File: config.mk
export PLATFORM = sky130hd
export DESIGN_NAME = flash_pe_seq
export DESIGN_NICKNAME = d
export VERILOG_FILES = /design/src/rtl/flash_pe_pkg.sv /design/src/rtl/flash_pe_ctrl.sv /design/src/rtl/flash_pe_dpath.sv /design/src/rtl/flash_pe_seq.sv
export SDC_FILE = /design/constraint.sdc
export NUM_CORES = 1
export LEC_CHECK = 0
export BUFFER_PORTS_ARGS = -buffer_cell sky130_fd_sc_hd__buf_4
export CAP_MARGIN = 10
export CORE_ASPECT_RATIO = 1.75
export CORE_MARGIN = 8
export CORE_UTILIZATION = 45
export CTS_BUF_LIST = sky130_fd_sc_hd__clkbuf_2 sky130_fd_sc_hd__clkbuf_4 sky130_fd_sc_hd__clkbuf_8
export DETAILED_ROUTE_END_ITERATION = 10
export PLACE_DENSITY = 0.69
export RECOVER_POWER = 50
export SYNTH_ARGS = -nofsm -noshare
export SYNTH_HDL_FRONTEND = slang
export SYNTH_SLANG_ARGS = --single-unit
File: constraint.sdc
create_clock -name clk -period 2.84 [get_ports clk]
set_input_delay 0.142 -clock clk [delete_from_list [all_inputs] [get_ports clk]]
set_output_delay 0.142 -clock clk [all_outputs]
set_load 0.05 [all_outputs]
File: src/rtl/flash_pe_pkg.sv
package flash_pe_pkg;

  typedef enum logic [3:0] {
    S_IDLE, S_PROG, S_PVER, S_PCHK,
    S_PPRG, S_PPVER, S_PPCHK,
    S_EPUL, S_EVER, S_ECHK, S_SUSP
  } seqState_t;

  typedef struct packed {
    logic latchReq;
    logic clrAtt;
    logic incAtt;
    logic clrLoc;
    logic incLoc;
    logic setSusp;
    logic clrSusp;
    logic setProgErr;
    logic setEraseErr;
    logic setSupplyErr;
    logic preMode;
    logic blankMode;
    logic progPulse;
    logic erasePulse;
    logic verify;
  } seqStrobe_t;

endpackage

File: src/rtl/flash_pe_ctrl.sv
module flash_pe_ctrl
  import flash_pe_pkg::*;
(
  input  logic       clk,
  input  logic       rstN,
  input  logic       start,
  input  logic       opErase,
  input  logic       permit,
  input  logic       supplyOk,
  input  logic       suspendReq,
  input  logic       resumeReq,
  input  logic       verifyPass,
  input  logic       atProgMax,
  input  logic       atEraseMax,
  input  logic       locLast,
  output seqStrobe_t st,
  output logic       busy
);

  seqState_t state, nxt, resumeSt, parkTarget;
  logic      goSusp;

  always_ff @(posedge clk or negedge rstN) begin
    if (!rstN) begin
      state    <= S_IDLE;
      resumeSt <= S_IDLE;
    end else begin
      state <= goSusp ? S_SUSP : nxt;
      if (goSusp) resumeSt <= parkTarget;
    end
  end

  always_comb begin
    st         = '0;
    nxt        = state;
    parkTarget = S_IDLE;
    goSusp     = 1'b0;
    unique case (state)
      S_IDLE: begin
        if (start) begin
          if (!supplyOk) begin
            st.setSupplyErr = 1'b1;
            st.setProgErr   = ~opErase;
            st.setEraseErr  = opErase;
          end else if (!permit) begin
            st.setProgErr  = ~opErase;
            st.setEraseErr = opErase;
          end else begin
            st.latchReq = 1'b1;
            st.clrAtt   = 1'b1;
            st.clrLoc   = 1'b1;
            nxt         = opErase ? S_PPRG : S_PROG;
          end
        end
      end
      S_PROG: begin
        st.progPulse = 1'b1;
        st.incAtt    = 1'b1;
        nxt          = S_PVER;
      end
      S_PVER: begin
        st.verify = 1'b1;
        nxt       = S_PCHK;
      end
      S_PCHK: begin
        if (verifyPass) nxt = S_IDLE;
        else if (atProgMax) begin
          st.setProgErr = 1'b1;
          nxt           = S_IDLE;
        end else nxt = S_PROG;
      end
      S_PPRG: begin
        st.preMode   = 1'b1;
        st.progPulse = 1'b1;
        st.incAtt    = 1'b1;
        nxt          = S_PPVER;
      end
      S_PPVER: begin
        st.preMode = 1'b1;
        st.verify  = 1'b1;
        nxt        = S_PPCHK;
      end
      S_PPCHK: begin
        if (verifyPass) begin
          st.clrAtt = 1'b1;
          if (locLast) nxt = S_EPUL;
          else begin
            st.incLoc = 1'b1;
            nxt       = S_PPRG;
          end
        end else if (atProgMax) begin
          st.setEraseErr = 1'b1;
          nxt            = S_IDLE;
        end else nxt = S_PPRG;
        if (nxt != S_IDLE && suspendReq) begin
          goSusp     = 1'b1;
          parkTarget = nxt;
          st.setSusp = 1'b1;
        end
      end
      S_EPUL: begin
        st.erasePulse = 1'b1;
        st.incAtt     = 1'b1;
        nxt           = S_EVER;
      end
      S_EVER: begin
        st.verify    = 1'b1;
        st.blankMode = 1'b1;
        nxt          = S_ECHK;
      end
      S_ECHK: begin
        if (verifyPass) nxt = S_IDLE;
        else if (atEraseMax) begin
          st.setEraseErr = 1'b1;
          nxt            = S_IDLE;
        end else nxt = S_EPUL;
        if (nxt != S_IDLE && suspendReq) begin
          goSusp     = 1'b1;
          parkTarget = nxt;
          st.setSusp = 1'b1;
        end
      end
      S_SUSP: begin
        if (resumeReq) begin
          st.clrSusp = 1'b1;
          nxt        = resumeSt;
        end
      end
      default: nxt = S_IDLE;
    endcase
  end

  assign busy = (state != S_IDLE) && (state != S_SUSP);


  strobe_onehot_chk: assert property (@(posedge clk) disable iff (!rstN)
    $onehot0({st.progPulse, st.erasePulse, st.verify}));


  strobe_busy_chk: assert property (@(posedge clk) disable iff (!rstN)
    (st.progPulse || st.erasePulse || st.verify) |-> busy);


  deny_stay_idle_chk: assert property (@(posedge clk) disable iff (!rstN)
    (state == S_IDLE && start && !permit) |=> (state == S_IDLE));


  park_quiet_chk: assert property (@(posedge clk) disable iff (!rstN)
    (state == S_SUSP) |-> !(st.progPulse || st.erasePulse || st.verify));

endmodule

File: src/rtl/flash_pe_dpath.sv
module flash_pe_dpath
  import flash_pe_pkg::*;
#(
  parameter int AW        = 8,
  parameter int DW        = 8,
  parameter int BLK_AW    = 4,
  parameter int PROG_MAX  = 25,
  parameter int ERASE_MAX = 1000
) (
  input  logic          clk,
  input  logic          rstN,
  input  seqStrobe_t    st,
  input  logic          busy,
  input  logic          clrStatus,
  input  logic [AW-1:0] addr,
  input  logic [DW-1:0] wrData,
  output logic          atProgMax,
  output logic          atEraseMax,
  output logic          locLast,
  output logic [AW-1:0] cellAddr,
  output logic [DW-1:0] cellData,
  output logic [7:0]    status
);

  localparam int MAX_ATT = (PROG_MAX > ERASE_MAX) ? PROG_MAX : ERASE_MAX;
  localparam int ATT_W   = $clog2(MAX_ATT + 1);
  localparam int HI_W    = AW - BLK_AW;

  logic [AW-1:0]     addrLat;
  logic [DW-1:0]     dataLat;
  logic [BLK_AW-1:0] locCnt;
  logic [ATT_W-1:0]  attCnt;
  logic              suspFlag, eraseErr, progErr, supplyErr;
  logic [HI_W-1:0]   blockSel;

  always_ff @(posedge clk or negedge rstN) begin
    if (!rstN) begin
      addrLat <= '0;
      dataLat <= '0;
      locCnt  <= '0;
      attCnt  <= '0;
    end else begin
      if (st.latchReq) begin
        addrLat <= addr;
        dataLat <= wrData;
      end
      if (st.clrLoc)      locCnt <= '0;
      else if (st.incLoc) locCnt <= locCnt + 1'b1;
      if (st.clrAtt)      attCnt <= '0;
      else if (st.incAtt) attCnt <= attCnt + 1'b1;
    end
  end

  always_ff @(posedge clk or negedge rstN) begin
    if (!rstN) begin
      suspFlag  <= 1'b0;
      eraseErr  <= 1'b0;
      progErr   <= 1'b0;
      supplyErr <= 1'b0;
    end else begin
      if (st.setSusp)      suspFlag <= 1'b1;
      else if (st.clrSusp) suspFlag <= 1'b0;
      if (st.setEraseErr)  eraseErr <= 1'b1;
      else if (clrStatus)  eraseErr <= 1'b0;
      if (st.setProgErr)   progErr <= 1'b1;
      else if (clrStatus)  progErr <= 1'b0;
      if (st.setSupplyErr) supplyErr <= 1'b1;
      else if (clrStatus)  supplyErr <= 1'b0;
    end
  end

  assign atProgMax  = (attCnt == ATT_W'(PROG_MAX));
  assign atEraseMax = (attCnt == ATT_W'(ERASE_MAX));
  assign locLast    = &locCnt;
  assign blockSel   = addrLat[AW-1:BLK_AW];

  always_comb begin
    if (st.preMode) begin
      cellAddr = {blockSel, locCnt};
      cellData = '0;
    end else if (st.blankMode) begin
      cellAddr = {blockSel, {BLK_AW{1'b0}}};
      cellData = '1;
    end else begin
      cellAddr = addrLat;
      cellData = dataLat;
    end
  end

  assign status = {~busy, suspFlag, eraseErr, progErr, supplyErr, 3'b000};


  att_bound_chk: assert property (@(posedge clk) disable iff (!rstN)
    attCnt <= ATT_W'(MAX_ATT));


  clr_status_chk: assert property (@(posedge clk) disable iff (!rstN)
    (clrStatus && !st.setProgErr && !st.setEraseErr && !st.setSupplyErr)
      |=> (status[5:3] == 3'b000));


  susp_ready_chk: assert property (@(posedge clk) disable iff (!rstN)
    suspFlag |-> !busy);


  pre_range_chk: assert property (@(posedge clk) disable iff (!rstN)
    (st.preMode && !st.latchReq) |-> (cellAddr[AW-1:BLK_AW] == addrLat[AW-1:BLK_AW]));

endmodule

File: src/rtl/flash_pe_seq.sv
module flash_pe_seq
  import flash_pe_pkg::*;
#(
  parameter int AW        = 8,
  parameter int DW        = 8,
  parameter int BLK_AW    = 4,
  parameter int PROG_MAX  = 25,
  parameter int ERASE_MAX = 1000
) (
  input  logic          clk,
  input  logic          rstN,
  input  logic          start,
  input  logic          opErase,
  input  logic [AW-1:0] addr,
  input  logic [DW-1:0] wrData,
  input  logic          permit,
  input  logic          supplyOk,
  input  logic          suspendReq,
  input  logic          resumeReq,
  input  logic          clrStatus,
  input  logic          verifyPass,
  output logic [AW-1:0] cellAddr,
  output logic [DW-1:0] cellData,
  output logic          progPulse,
  output logic          erasePulse,
  output logic          verifyStrobe,
  output logic          verifyBlank,
  output logic [7:0]    status
);

  seqStrobe_t st;
  logic       busy, atProgMax, atEraseMax, locLast;

  flash_pe_ctrl u_ctrl (
    .clk        (clk),
    .rstN       (rstN),
    .start      (start),
    .opErase    (opErase),
    .permit     (permit),
    .supplyOk   (supplyOk),
    .suspendReq (suspendReq),
    .resumeReq  (resumeReq),
    .verifyPass (verifyPass),
    .atProgMax  (atProgMax),
    .atEraseMax (atEraseMax),
    .locLast    (locLast),
    .st         (st),
    .busy       (busy)
  );

  flash_pe_dpath #(
    .AW(AW), .DW(DW), .BLK_AW(BLK_AW),
    .PROG_MAX(PROG_MAX), .ERASE_MAX(ERASE_MAX)
  ) u_dpath (
    .clk        (clk),
    .rstN       (rstN),
    .st         (st),
    .busy       (busy),
    .clrStatus  (clrStatus),
    .addr       (addr),
    .wrData     (wrData),
    .atProgMax  (atProgMax),
    .atEraseMax (atEraseMax),
    .locLast    (locLast),
    .cellAddr   (cellAddr),
    .cellData   (cellData),
    .status     (status)
  );

  assign progPulse    = st.progPulse;
  assign erasePulse   = st.erasePulse;
  assign verifyStrobe = st.verify;
  assign verifyBlank  = st.blankMode;

endmodule

==> flow_metrics.tcl <==
set metrics [dict create \
    yosysSeqAreaShare_pct 43.3 \
    drv_slew 0 \
    fin_tns_setup_ns 0 \
    startpoint_type "register" \
    synth_cell_types 50 \
    wl_per_cell_um 17.0 \
    p_leak_nw 1.27 \
    arrival_ns 2.14 \
    dp_hpwl_um 4460 \
    numClockSinks 40 \
    synth_edf_count 0 \
    max_freq_ghz 0.438 \
    vias_per_cell 5.91 \
    post_cts_buffers 0 \
    antenna_found_initial 0 \
    tightestPinTransition_ns 0.982 \
    max_cap_violations 0 \
    grt.busiest_layer "met2" \
    synth_area_leader_cell "dfrtp_1" \
    diodes 0 \
    clk_latency_ns 0.29 \
    synth_top_area_share_pct 43.3 \
    grt_max_degree 41 \
    hold_violations 0 \
    numCtsBuffers 5 \
    syn_inst 236 \
    finClkSkew_ns 0.0124 \
    slew_headroom_pct 34.5 \
    required_ns 2.70 \
    hold_buffers 1 \
    dp.cells 329 \
    drtIter0Drc 101 \
    place_ws_ns 0.576 \
    via_count 1991 \
    io_pins 54 \
    avgSynthCellArea_sq_um 9.79 \
    cts_max_level 2 \
    start_util_pct 46.4 \
    drcViolationCount 0 \
    layout.nets 313 \
    use_met3_pct 4.12 \
    ys_warn_count 0 \
    hold_path_class "input port to register" \
    period_minus_slack_ns 2.28 \
    grt_use_total_pct 14.8 \
    status "completed" \
    end_kind "primary output" \
    power_density_nw_per_um2 1300 \
    gp_congestion 0.871 \
    fin_crit_sh_pct 80.3 \
    grt_pass1_vias 2069 \
    die_w_um 70.2 \
    cp_max_fo 9 \
    cts_root_buf "clkbuf_8" \
    die_area_sq_um 7770 \
    synthTopCellsByArea "dfrtp_1 (43%), mux2_2 (8.3%), nor2_1 (4.7%), buf_4 (3.6%), a22o_1 (2.3%)" \
    drive_above_1_share_pct 26.5 \
    rows 34 \
    synth_area_sq_um 2310 \
    synth_flop_cell "dfrtp_1" \
    utilization_pct 55.4 \
    grt_pass1_wl_um 9580 \
    fin_cells 337 \
    path_class "register to primary output" \
    finalWorstSetupSlack_ns 0.559 \
    clkTransAtPathRegs_ns 0.08 \
    met1_usage_pct 14.5 \
    grt_use_met2_pct 26.5 \
    whs_ns 0.0263 \
    firstDrtPassIters 4 \
    ir_drop_mv 0.797 \
    die_height_um 111 \
    ys_ff_latch 40 \
    detail-route-antenna-nets 0 \
    setup_viol 0 \
    async_flop_share_pct 100 \
    ctsResizeCount 0 \
    cts_tree "done" \
    syn_to_final_growth_pct 19.3 \
    clockBufferDepth 2 \
    drt_wl_total_um 5740 \
    overflow 0 \
    portBuffers 50 \
    core_area_sq_um 4980 \
    rsz0062_at_grt "no" \
]
==> layout make-up <==
type	count	area, sq um
fill	462	2220
sequential	40	1000
multi-input combinational	168	1160
tap	54	67.6
inverter	9	33.8
timing repair buffer	59	398
clock buffer	7	96.3
==> metrics by stage <==
stage	area [sq um]	power, mW
after floorplan	2320	2.68
after global placement	2700	3.24
final	2760	3.58
after global routing	2760	3.80
after CTS	2800	3.69
after detailed placement	2700	3.27
==> Yosys cell counts (5+ instances only) <==
| cell | count |
|---|---|
| dfrtp_1 | 40 |
| nor2_1 | 29 |
| mux2_2 | 17 |
| nand2_1 | 12 |
| buf_4 | 11 |
| nand3_1 | 10 |
| inv_1 | 9 |
| a21oi_1 | 8 |
| clkbuf_1 | 7 |
| a22o_1 | 6 |
| nor3_1 | 6 |
| nand2b_1 | 5 |
| nand4_1 | 5 |
==> cells by family (layout without fill, tap and decap cells) <==
group | count (synthesis) | after routing | share of synthesized area (%)
compound gates | 46 | 46 | 15.4
buf+inv | 30 | 75 | 6.77
fa+ha+maj | 4 | 4 | 2.17
other cells | 1 | 3 | 0.162
mux | 19 | 19 | 9.15
simple gates | 90 | 90 | 20.7
xor+xnor | 6 | 6 | 2.28
flops | 40 | 40 | 43.3
==> sequential cells by signal, summed over array words and instances (netlist names) <==
name and cells:
u_dpath.eraseErr 1, u_dpath.attCnt 10, u_dpath.supplyErr 1, u_ctrl.resumeSt 2
u_dpath.dataLat 8, u_dpath.suspFlag 1, u_dpath.addrLat 8, u_ctrl.state 4
u_dpath.progErr 1, u_dpath.locCnt 4
==> where the power goes <==
part,leakage [nW],internal (mW),switching (mW)
clock,0.0503,0.216,0.189
combinational,0.716,0.724,1.38
sequential,0.506,0.829,0.247
total,1.27,1.77,1.81
==> placed cells by master, fill, tap and decap left out, types with 2 or more instances in the layout <==
master    count
a211oi_1      4
a21o_1        4
a21oi_1       8
a22o_1        6
a31o_2        2
a32o_1        2
a32oi_1       2
and2_1        4
and3_1        4
buf_4        45
clkbuf_1     12
clkbuf_8      7
conb_1        3
dfrtp_1      40
ha_1          4
inv_1         9
mux2_2       17
mux2i_1       2
nand2_1      12
nand2b_1      5
nand3_1      10
nand4_1       5
nor2_1       29
nor3_1        6
nor4bb_1      4
o21ai_0       4
o221ai_1      2
o31ai_1       3
or4_1         2
xnor2_1       3
xor2_1        3
==> critical path, cell delays in order (launching register included) <==
cell and delay (ns):
dfrtp_1 0.52, buf_4 0.23, nand2b_1 0.12, nor3_1 0.36, buf_4 0.25, nor2_1 0.05, nor2_1 0.11, buf_4 0.22
==> layer usage <==
metal | up-vias | part of all wire, %
met5 | - | 0
met4 | 0 | 4.1
met3 | 17 | 5.3
met2 | 71 | 52
met1 | 961 | 38
li1 | 942 | -
==> path summary, 6_finish.rpt <==
path	from	end	slack, ns	cells after the start
worst max-delay path	u_ctrl.state[3]	cellData[5]	0.56	7
min in group asynchronous	rstN	u_dpath.attCnt[4]	0.54	2
worst min-delay path	supplyOk	u_dpath.supplyErr	0.03	2
max in group asynchronous	rstN	u_dpath.addrLat[0]	1.69	2
worst min register to register	u_dpath.suspFlag	u_dpath.suspFlag	0.48	2
worst max register to register	u_dpath.attCnt[1]	u_ctrl.state[3]	0.56	6
(Power assumes the default switching activity.)
